File: config.mk
export PLATFORM = sky130hd
export DESIGN_NAME = osc_trigger_gate
export DESIGN_NICKNAME = d
export VERILOG_FILES = /design/src/rtl/oscgate_pkg.sv /design/src/rtl/gate_ctrl.sv /design/src/rtl/gate_datapath.sv /design/src/rtl/osc_trigger_gate.sv
export SDC_FILE = /design/constraint.sdc
export NUM_CORES = 1
export LEC_CHECK = 0
export BUFFER_PORTS_ARGS = -buffer_cell sky130_fd_sc_hd__buf_2
export CORE_MARGIN = 8
export CORE_UTILIZATION = 52
export CTS_BUF_LIST = sky130_fd_sc_hd__clkbuf_4 sky130_fd_sc_hd__clkbuf_8
export CTS_CLUSTER_DIAMETER = 200
export DETAILED_ROUTE_END_ITERATION = 7
export PLACE_DENSITY_LB_ADDON = 0.15
export REMOVE_ABC_BUFFERS = 1
export SYNTH_ARGS = -nofsm -noshare
export SYNTH_HDL_FRONTEND = slang
export SYNTH_SLANG_ARGS = --single-unit
File: constraint.sdc
create_clock -name clk -period 1.62 [get_ports clk]
set_input_delay 0.081 -clock clk [delete_from_list [all_inputs] [get_ports clk]]
set_output_delay 0.081 -clock clk [all_outputs]
set_load 0.1 [all_outputs]
File: src/rtl/oscgate_pkg.sv
package oscgate_pkg;
  // Strobes from the gating control to the counting datapath
  typedef struct packed {
    logic periodStart;  // tick seen: restart period bookkeeping
    logic fireTrig;     // load the trigger width counter
    logic cutTrig;      // abort a running trigger
    logic attenEn;      // attenuation requested (before window masking)
  } gateCtl_t;
endpackage

File: src/rtl/gate_ctrl.sv
module gate_ctrl
  import oscgate_pkg::*;
(
  input  logic     tickIn,
  input  logic     supplyOk,
  input  logic     zcWin,
  input  logic     dimBlank,
  input  logic     oscSeen,
  input  logic     trigBusy,
  output gateCtl_t ctl
);
  logic blocked;

  always_comb begin
    blocked         = zcWin | dimBlank | ~supplyOk;
    ctl.periodStart = tickIn;
    ctl.fireTrig    = tickIn & ~blocked & ~oscSeen;
    ctl.cutTrig     = trigBusy & blocked;
    ctl.attenEn     = supplyOk & dimBlank & ~tickIn;
  end
endmodule

File: src/rtl/gate_datapath.sv
module gate_datapath
  import oscgate_pkg::*;
#(
  parameter int TRIG_CYCLES  = 4,
  parameter int PULSE_CYCLES = 8,
  parameter int OSC_LIMIT    = 3
) (
  input  logic     clk,
  input  logic     rstN,
  input  logic     oscFb,
  input  gateCtl_t ctl,
  output logic     oscSeen,
  output logic     trigBusy,
  output logic     trigOut,
  output logic     oscOut,
  output logic     attenOut
);
  localparam int SAT = OSC_LIMIT + 1;
  localparam int CW  = $clog2(SAT + 1);
  localparam int TW  = $clog2(TRIG_CYCLES + 1);
  localparam int PW  = $clog2(PULSE_CYCLES + 1);

  logic          oscPrev;
  logic [CW-1:0] edgeCnt;
  logic          oscFlag;
  logic [TW-1:0] trigCnt;
  logic [PW-1:0] pulseCnt;
  logic          primed;
  logic          rise;
  logic          inWindow;

  assign rise     = oscFb & ~oscPrev;
  assign oscSeen  = (edgeCnt == CW'(SAT));
  assign trigBusy = (trigCnt != '0);
  assign inWindow = (pulseCnt != '0);

  // Feedback edge counter, restarted each period, saturating above the limit
  always_ff @(posedge clk) begin
    if (!rstN) begin
      oscPrev <= 1'b0;
      edgeCnt <= '0;
      oscFlag <= 1'b0;
    end else begin
      oscPrev <= oscFb;
      if (ctl.periodStart) begin
        oscFlag <= oscSeen;
        edgeCnt <= rise ? CW'(1) : '0;
      end else if (rise && !oscSeen) begin
        edgeCnt <= edgeCnt + CW'(1);
      end
    end
  end

  // Trigger width counter
  always_ff @(posedge clk) begin
    if (!rstN) begin
      trigCnt <= '0;
    end else if (ctl.fireTrig) begin
      trigCnt <= TW'(TRIG_CYCLES);
    end else if (ctl.cutTrig) begin
      trigCnt <= '0;
    end else if (trigBusy) begin
      trigCnt <= trigCnt - TW'(1);
    end
  end

  // Clock pulse window: the tick cycle plus PULSE_CYCLES-1 following cycles
  always_ff @(posedge clk) begin
    if (!rstN) begin
      pulseCnt <= '0;
      primed   <= 1'b0;
    end else if (ctl.periodStart) begin
      pulseCnt <= PW'(PULSE_CYCLES - 1);
      primed   <= 1'b1;
    end else if (inWindow) begin
      pulseCnt <= pulseCnt - PW'(1);
    end
  end

  assign trigOut  = trigBusy;
  assign oscOut   = oscFlag;
  assign attenOut = ctl.attenEn & primed & ~inWindow;
endmodule

File: src/rtl/osc_trigger_gate.sv
module osc_trigger_gate
  import oscgate_pkg::*;
#(
  parameter int TRIG_CYCLES  = 4,
  parameter int PULSE_CYCLES = 8,
  parameter int OSC_LIMIT    = 3
) (
  input  logic clk,
  input  logic rstN,
  input  logic tickIn,
  input  logic oscFb,
  input  logic supplyOk,
  input  logic zcWin,
  input  logic dimBlank,
  output logic trigOut,
  output logic oscOut,
  output logic attenOut
);
  gateCtl_t ctl;
  logic     oscSeen;
  logic     trigBusy;

  gate_ctrl u_ctrl (
    .tickIn   (tickIn),
    .supplyOk (supplyOk),
    .zcWin    (zcWin),
    .dimBlank (dimBlank),
    .oscSeen  (oscSeen),
    .trigBusy (trigBusy),
    .ctl      (ctl)
  );

  gate_datapath #(
    .TRIG_CYCLES  (TRIG_CYCLES),
    .PULSE_CYCLES (PULSE_CYCLES),
    .OSC_LIMIT    (OSC_LIMIT)
  ) u_dp (
    .clk      (clk),
    .rstN     (rstN),
    .oscFb    (oscFb),
    .ctl      (ctl),
    .oscSeen  (oscSeen),
    .trigBusy (trigBusy),
    .trigOut  (trigOut),
    .oscOut   (oscOut),
    .attenOut (attenOut)
  );
endmodule

==> impl_metrics.yaml, run 1 <==
synthesis:
  synth_area_per_cell_um2: 9.137
  netlist_instances: 76
  seq_area_frac_synth_pct: 37.48
  synth_largest_area_cell: "dfxtp_1"
  yosysTopAreaCellShare_pct: 37.48
  syn-cell-area_um2: 694.4
  synth_warnings: 0
  ys_top_cells_by_area: "dfxtp_1, ha_1, mux2i_1, nor2b_1, inv_1"
  synth_cell_types: 28
  ys_seq_elements: 13
final_layout:
  area_growth_pct: 21.62
  nFillCells: 105
  layout_common_cells: "dfxtp_1, buf_2, nor2b_1, ha_1, clkbuf_4"
  final_common_cell: "dfxtp_1"
  antennaDiodeCount: 0
  fin_nets: 104
  fin_util_pct: 66.57
  drive_above_1_share_pct: 27.78
  design_area_um2: 844.6
placed_design:
  io_buffers: 9
  placed_cell_area_um2: 764.5
  gp_routability_congestion: 0.7518
  dp_hpwl_um: 909.5
worst_hold_path:
  hp-class: "in2reg"
  holdPathStages: 2
  hold_end: "u_dp.oscPrev$_SDFF_PN0_"
  hold_start: "oscFb"
setup_path:
  rr_endpoint: "u_dp.pulseCnt[0]$_SDFFE_PN0P_"
  critPathRequiredTime_ns: 1.54
  critPathArrivalTime_ns: 1.54
  slowest_delay_ns: 0.39
  path_class: "reg2out"
  reg2regPathDepth: 6
  critPathMaxFanout: 3
  endpoint_kind: "output pin"
  path_cells: "inv_2 -> ha_4 -> or3b_4 -> nor2_4 -> buf_12"
  timing.reg2reg.setup_slack_ns: 0.15
  critPathBufInv: 2
  cpLargestDelayFamily: "simple AND/OR/NAND/NOR gates"
  cp_slowest_cell: "or3b_4"
  startpoint_type: "flop"
  reg2reg_from: "u_dp.pulseCnt[1]$_SDFFE_PN0P_"
global_route:
  gr-total-overflow: 0
  grt_pass1_wl_um: 2263
  grt_pass1_vias: 555
  antenna_found_initial: 0
  grt_max_degree: 14
  grt_use_total_pct: 10.80
clock_tree:
  cts_buffers: 3
  clock_latency_ns: 0.27
  cts_hold_buffers: 0
  cts_sinks: 13
  cts_tree: "done"
  clkTransAtPathRegs_ns: 0.08
  clockBufferDepth: 2
  h-tree-depth: 1
  cts_root_buffer: "clkbuf_4"
die:
  coreArea_um2: 1269
  start_util_pct: 54.73
  fp-row-count: 13
  dieArea_um2: 2761
  pin_count: 10
  die_width_um: 52.55
  die_h_um: 52.55
timing:
  rsz0062_at_grt: "yes"
  finalHoldViolations: 0
  holdWs_ns: 0.03745
  period_share_pct: 99.80
  clock_skew_ns: 0.003092
  max_slew.worst_pin.slew_ns: 0.4851
  setup_viol: 0
  slew_headroom_pct: 67.88
  slew_viol_final: 0
  layout_min_cycle_time_ns: 1.617
  fmax_ghz: 0.6185
route:
  drt_iter0_markers: 9
  first_pass_iters: 4
  ant_nets: 0
  detailroute.via_count: 572
  wl_per_cell_um: 13.07
  wl_um: 1372
  route.detailed.drc: 0
  vias_per_cell: 5.448
power:
  p_per_area_nw_per_um2: 829.6
  vdd_drop_max_v: 0.0005061
  leakagePower_uw: 0.0003532
run:
  drv_cap: 0
outcome:
  outcome: "finished, final reports clean"
[cells in the mapped netlist (all sizes together)]
cell / instances
dfxtp: 13
a21oi: 4
o21ai: 3
nor3: 2
and4b: 1
a21bo: 1
nand4b: 1
nand3b: 2
a21boi: 1
o32ai: 2
nand2b: 3
clkbuf: 1
nor3b: 2
o21a: 3
nand2: 4
nand3: 1
inv: 6
nor2b: 5
and2: 2
ha: 6
mux2i: 4
xnor2: 1
nor2: 4
o31a: 1
or3b: 1
and3b: 1
buf: 1
[power breakdown]
group / total (uW) / switching, uW / internal (uW)
Combinational: 135 / 65.3 / 70.2
Sequential: 349 / 12.2 / 336
Clock: 216 / 104 / 112
Total: 701 / 182 / 519
[how the worst max path moves through the flow]
stage / from / end / slack (ns) / depth (start not counted)
floorplan: u_dp.pulseCnt[0]$_SDFFE_PN0P_ / attenOut / -0.69 / 4
global placement: u_dp.pulseCnt[0]$_SDFFE_PN0P_ / attenOut / 0.18 / 5
detailed placement: u_dp.pulseCnt[0]$_SDFFE_PN0P_ / attenOut / 0.15 / 5
CTS: u_dp.pulseCnt[0]$_SDFFE_PN0P_ / attenOut / 0.0005 / 5
global route: u_dp.pulseCnt[1]$_SDFFE_PN0P_ / attenOut / -0.05 / 5
finish: u_dp.pulseCnt[1]$_SDFFE_PN0P_ / attenOut / 0.003 / 5
[through the flow]
stage          cells  total power, uW  setup slack, ns  TNS [ns]
3_5_place_dp      98            461.3           0.1462         0
5_1_grt          105            733.5         -0.04754  -0.04754
6_report         105            700.6         0.003185         0
3_3_place_gp      98            458.8           0.1846         0
4_1_cts          103            688.9        0.0004600         0
2_1_floorplan     74            431.4          -0.6917   -0.8591
[layer usage]
metal / vias up / wire length (um) / global-route usage, %
li1: 289 / - / -
met1: 266 / 616 / 11.92
met2: 11 / 666 / 18.77
met3: 6 / 43 / 2.557
met4: 0 / 44 / 5.172
met5: - / 0 / 0
[final cells by class]
cell class / count / area [um2] / share of cell area (%)
inverters: 6 / 25.02 / 2.963
well taps: 15 / 18.77 / 2.222
repair buffers: 12 / 85.08 / 10.07
clock buffers: 4 / 30.03 / 3.556
multi-input cells: 55 / 422.9 / 50.07
flip-flops and latches: 13 / 262.8 / 31.11
[state kept, by name, indices dropped and copies added, names as in the netlist]
name,cells
u_dp.pulseCnt,4
u_dp.edgeCnt,3
u_dp.trigCnt,3
u_dp.oscOut,1
u_dp.oscPrev,1
u_dp.primed,1
[worst reg2reg max path: stages (launching register included)]
cell and delay [ns]:
dfxtp_2 0.33, inv_2 0.08, ha_4 0.13, or3b_4 0.39, buf_4 0.16, xnor2_1 0.11, o21a_1 0.16
[cell families after synthesis]
| logic type | synth area share, % |
|---|---|
| xor+xnor | 1.261 |
| flops | 37.48 |
| fa+ha+maj | 10.81 |
| mux | 5.766 |
| simple gates | 25.58 |
| compound gates | 14.59 |
| buf+inv | 4.503 |
[repair_timing]
item,CTS,global route
gates resized for setup,6,4
setup endpoints to repair,1,2
buffers inserted,1,2
pin swaps,1,1
Note: power is estimated with default switching activity, not from simulation.
==> inputs of run 2 (changes only) <==
--- a/config.mk
+++ b/config.mk
@@ -6,7 +6,7 @@
 export NUM_CORES = 1
 export LEC_CHECK = 0
 export BUFFER_PORTS_ARGS = -buffer_cell sky130_fd_sc_hd__buf_2
-export CORE_MARGIN = 8
+export CORE_MARGIN = 4
 export CORE_UTILIZATION = 52
 export CTS_BUF_LIST = sky130_fd_sc_hd__clkbuf_4 sky130_fd_sc_hd__clkbuf_8
 export CTS_CLUSTER_DIAMETER = 200
==> impl_metrics.yaml, run 2 (synthesis results as in run 1) <==
setup_path:
  path_class: "reg2out"
  critPathRequiredTime_ns: 1.54
  critPathMaxFanout: 3
  critPathArrivalTime_ns: 1.52
  endpoint_kind: "output pin"
  startpoint_type: "flop"
placed_design:
  io_buffers: 9
  dp_slack_ns: 0.1394
  gp_routability_congestion: 0.7686
  dp_hpwl_um: 931.9
  placed_cell_area_um2: 763.2
final_layout:
  final_common_cell: "dfxtp_1"
  top_register: "u_dp.pulseCnt"
  largest_reg_flops: 4
  multiInputGateArea_um2: 422.9
  regArea_um2: 261.5
  nFillCells: 101
  design_area_um2: 839.6
  layout_common_cells: "dfxtp_1, buf_2, nor2b_1, ha_1, clkbuf_4"
  drive_above_1_share_pct: 26.67
  antennaDiodeCount: 0
  fin_nets: 104
  area_growth_pct: 20.90
  largestRegisters: "u_dp.pulseCnt (4), u_dp.edgeCnt (3), u_dp.trigCnt (3)"
route:
  first_pass_iters: 4
  ant_nets: 0
  top_layer: "met4"
  routed-wl-met2_um: 623
  detailroute.via_count: 557
  drt_iter0_markers: 11
  wl_per_cell_um: 12.48
  vias_per_cell: 5.356
  wl_um: 1298
  wl_met3_um: 35
  wl_met1_um: 621
  route.detailed.drc: 0
power:
  p_per_area_nw_per_um2: 831.7
  leakagePower_uw: 0.0003527
  vdd_drop_max_v: 0.0004793
  total_power_uw: 698.3
outcome:
  outcome: "finished, final reports clean"
timing:
  rsz0062_at_grt: "yes"
  slew_headroom_pct: 67.96
  max_slew.worst_pin.slew_ns: 0.4840
  setup_ws_ns: 0.02051
  finalHoldViolations: 0
  clock_skew_ns: 0.004623
  setup_viol: 0
  period_share_pct: 98.73
  slew_viol_final: 0
  fmax_ghz: 0.6252
  layout_min_cycle_time_ns: 1.599
  holdWs_ns: 0.02833
worst_hold_path:
  hp-class: "in2reg"
clock_tree:
  cts_sinks: 13
  cts_tree: "done"
  clkTransAtPathRegs_ns: 0.08
  cts_buffers: 3
  clock_latency_ns: 0.27
  clockBufferDepth: 2
  h-tree-depth: 1
  cts_hold_buffers: 0
  cts_root_buffer: "clkbuf_4"
global_route:
  grt_use_total_pct: 14.46
  grt_pass1_vias: 522
  antenna_found_initial: 0
  gr-total-overflow: 0
  grt_pass1_wl_um: 2159
  grt_max_degree: 14
die:
  coreArea_um2: 1186
  dieArea_um2: 1984
  fp-row-count: 12
  start_util_pct: 58.54
  pin_count: 10
  die_h_um: 44.55
  die_width_um: 44.55
run:
  drv_cap: 0
run 2: cell types whose count changed in the layout (fill, tap and decap cells not counted):
cell | previous run | this run
dfxtp_1 | 11 | 12
dfxtp_2 | 2 | 1
inv_2 | 1 | 2
inv_4 | 1 | 0
run 2: final timing paths:
| kind | startpoint | endpoint | cells after the start | slack (ns) |
|---|---|---|---|---|
| setup / recovery | u_dp.pulseCnt[1]$_SDFFE_PN0P_ | attenOut | 5 | 0.02 |
| hold / removal | oscFb | u_dp.oscPrev$_SDFF_PN0_ | 2 | 0.03 |
| setup reg to reg | u_dp.pulseCnt[1]$_SDFFE_PN0P_ | u_dp.pulseCnt[1]$_SDFFE_PN0P_ | 6 | 0.15 |
| hold reg to reg | u_dp.primed$_SDFFE_PN0P_ | u_dp.primed$_SDFFE_PN0P_ | 1 | 0.48 |
run 2: report_power, final:
| part | switching (uW) | internal (uW) |
|---|---|---|
| sequential | 11.5 | 336 |
| clock | 103 | 112 |
| combinational | 66.0 | 69.8 |
| total | 181 | 518 |
run 2: repair_timing:
action,4_1_cts,5_1_grt
cloned,0,0
pin swaps,1,1
buffers inserted,2,1
resized for setup,5,3
setup endpoints to repair,1,2
run 2: cell type report:
type / instances / share of cell area, %
multi-input cells: 55 / 50.37
well taps: 14 / 2.086
inverters: 6 / 2.683
clock buffers: 4 / 3.577
repair buffers: 12 / 10.13
flip-flops and latches: 13 / 31.15
run 2: per-stage QoR:
| step | utilization (%) | std cells | TNS [ns] |
|---|---|---|---|
| final | 70.78 | 104 | 0 |
| after global routing | 70.78 | 104 | -0.04333 |
| after CTS | 68.99 | 103 | 0 |
| after detailed placement | 64.35 | 97 | 0 |
| after global placement | 64.35 | 97 | 0 |
| after floorplan | - | 74 | -0.8591 |
run 2: per-layer routing:
metal	track usage, %	up-vias
met5	0	-
met4	5.422	0
met3	2.439	2
met2	24.64	12
met1	17.94	254
li1	-	289
run 2: critical path, stage by stage, from the launching register on:
cell and delay (ns):
dfxtp_2 0.33, inv_2 0.08, ha_4 0.13, or3b_4 0.39, nor2_4 0.13, buf_12 0.18
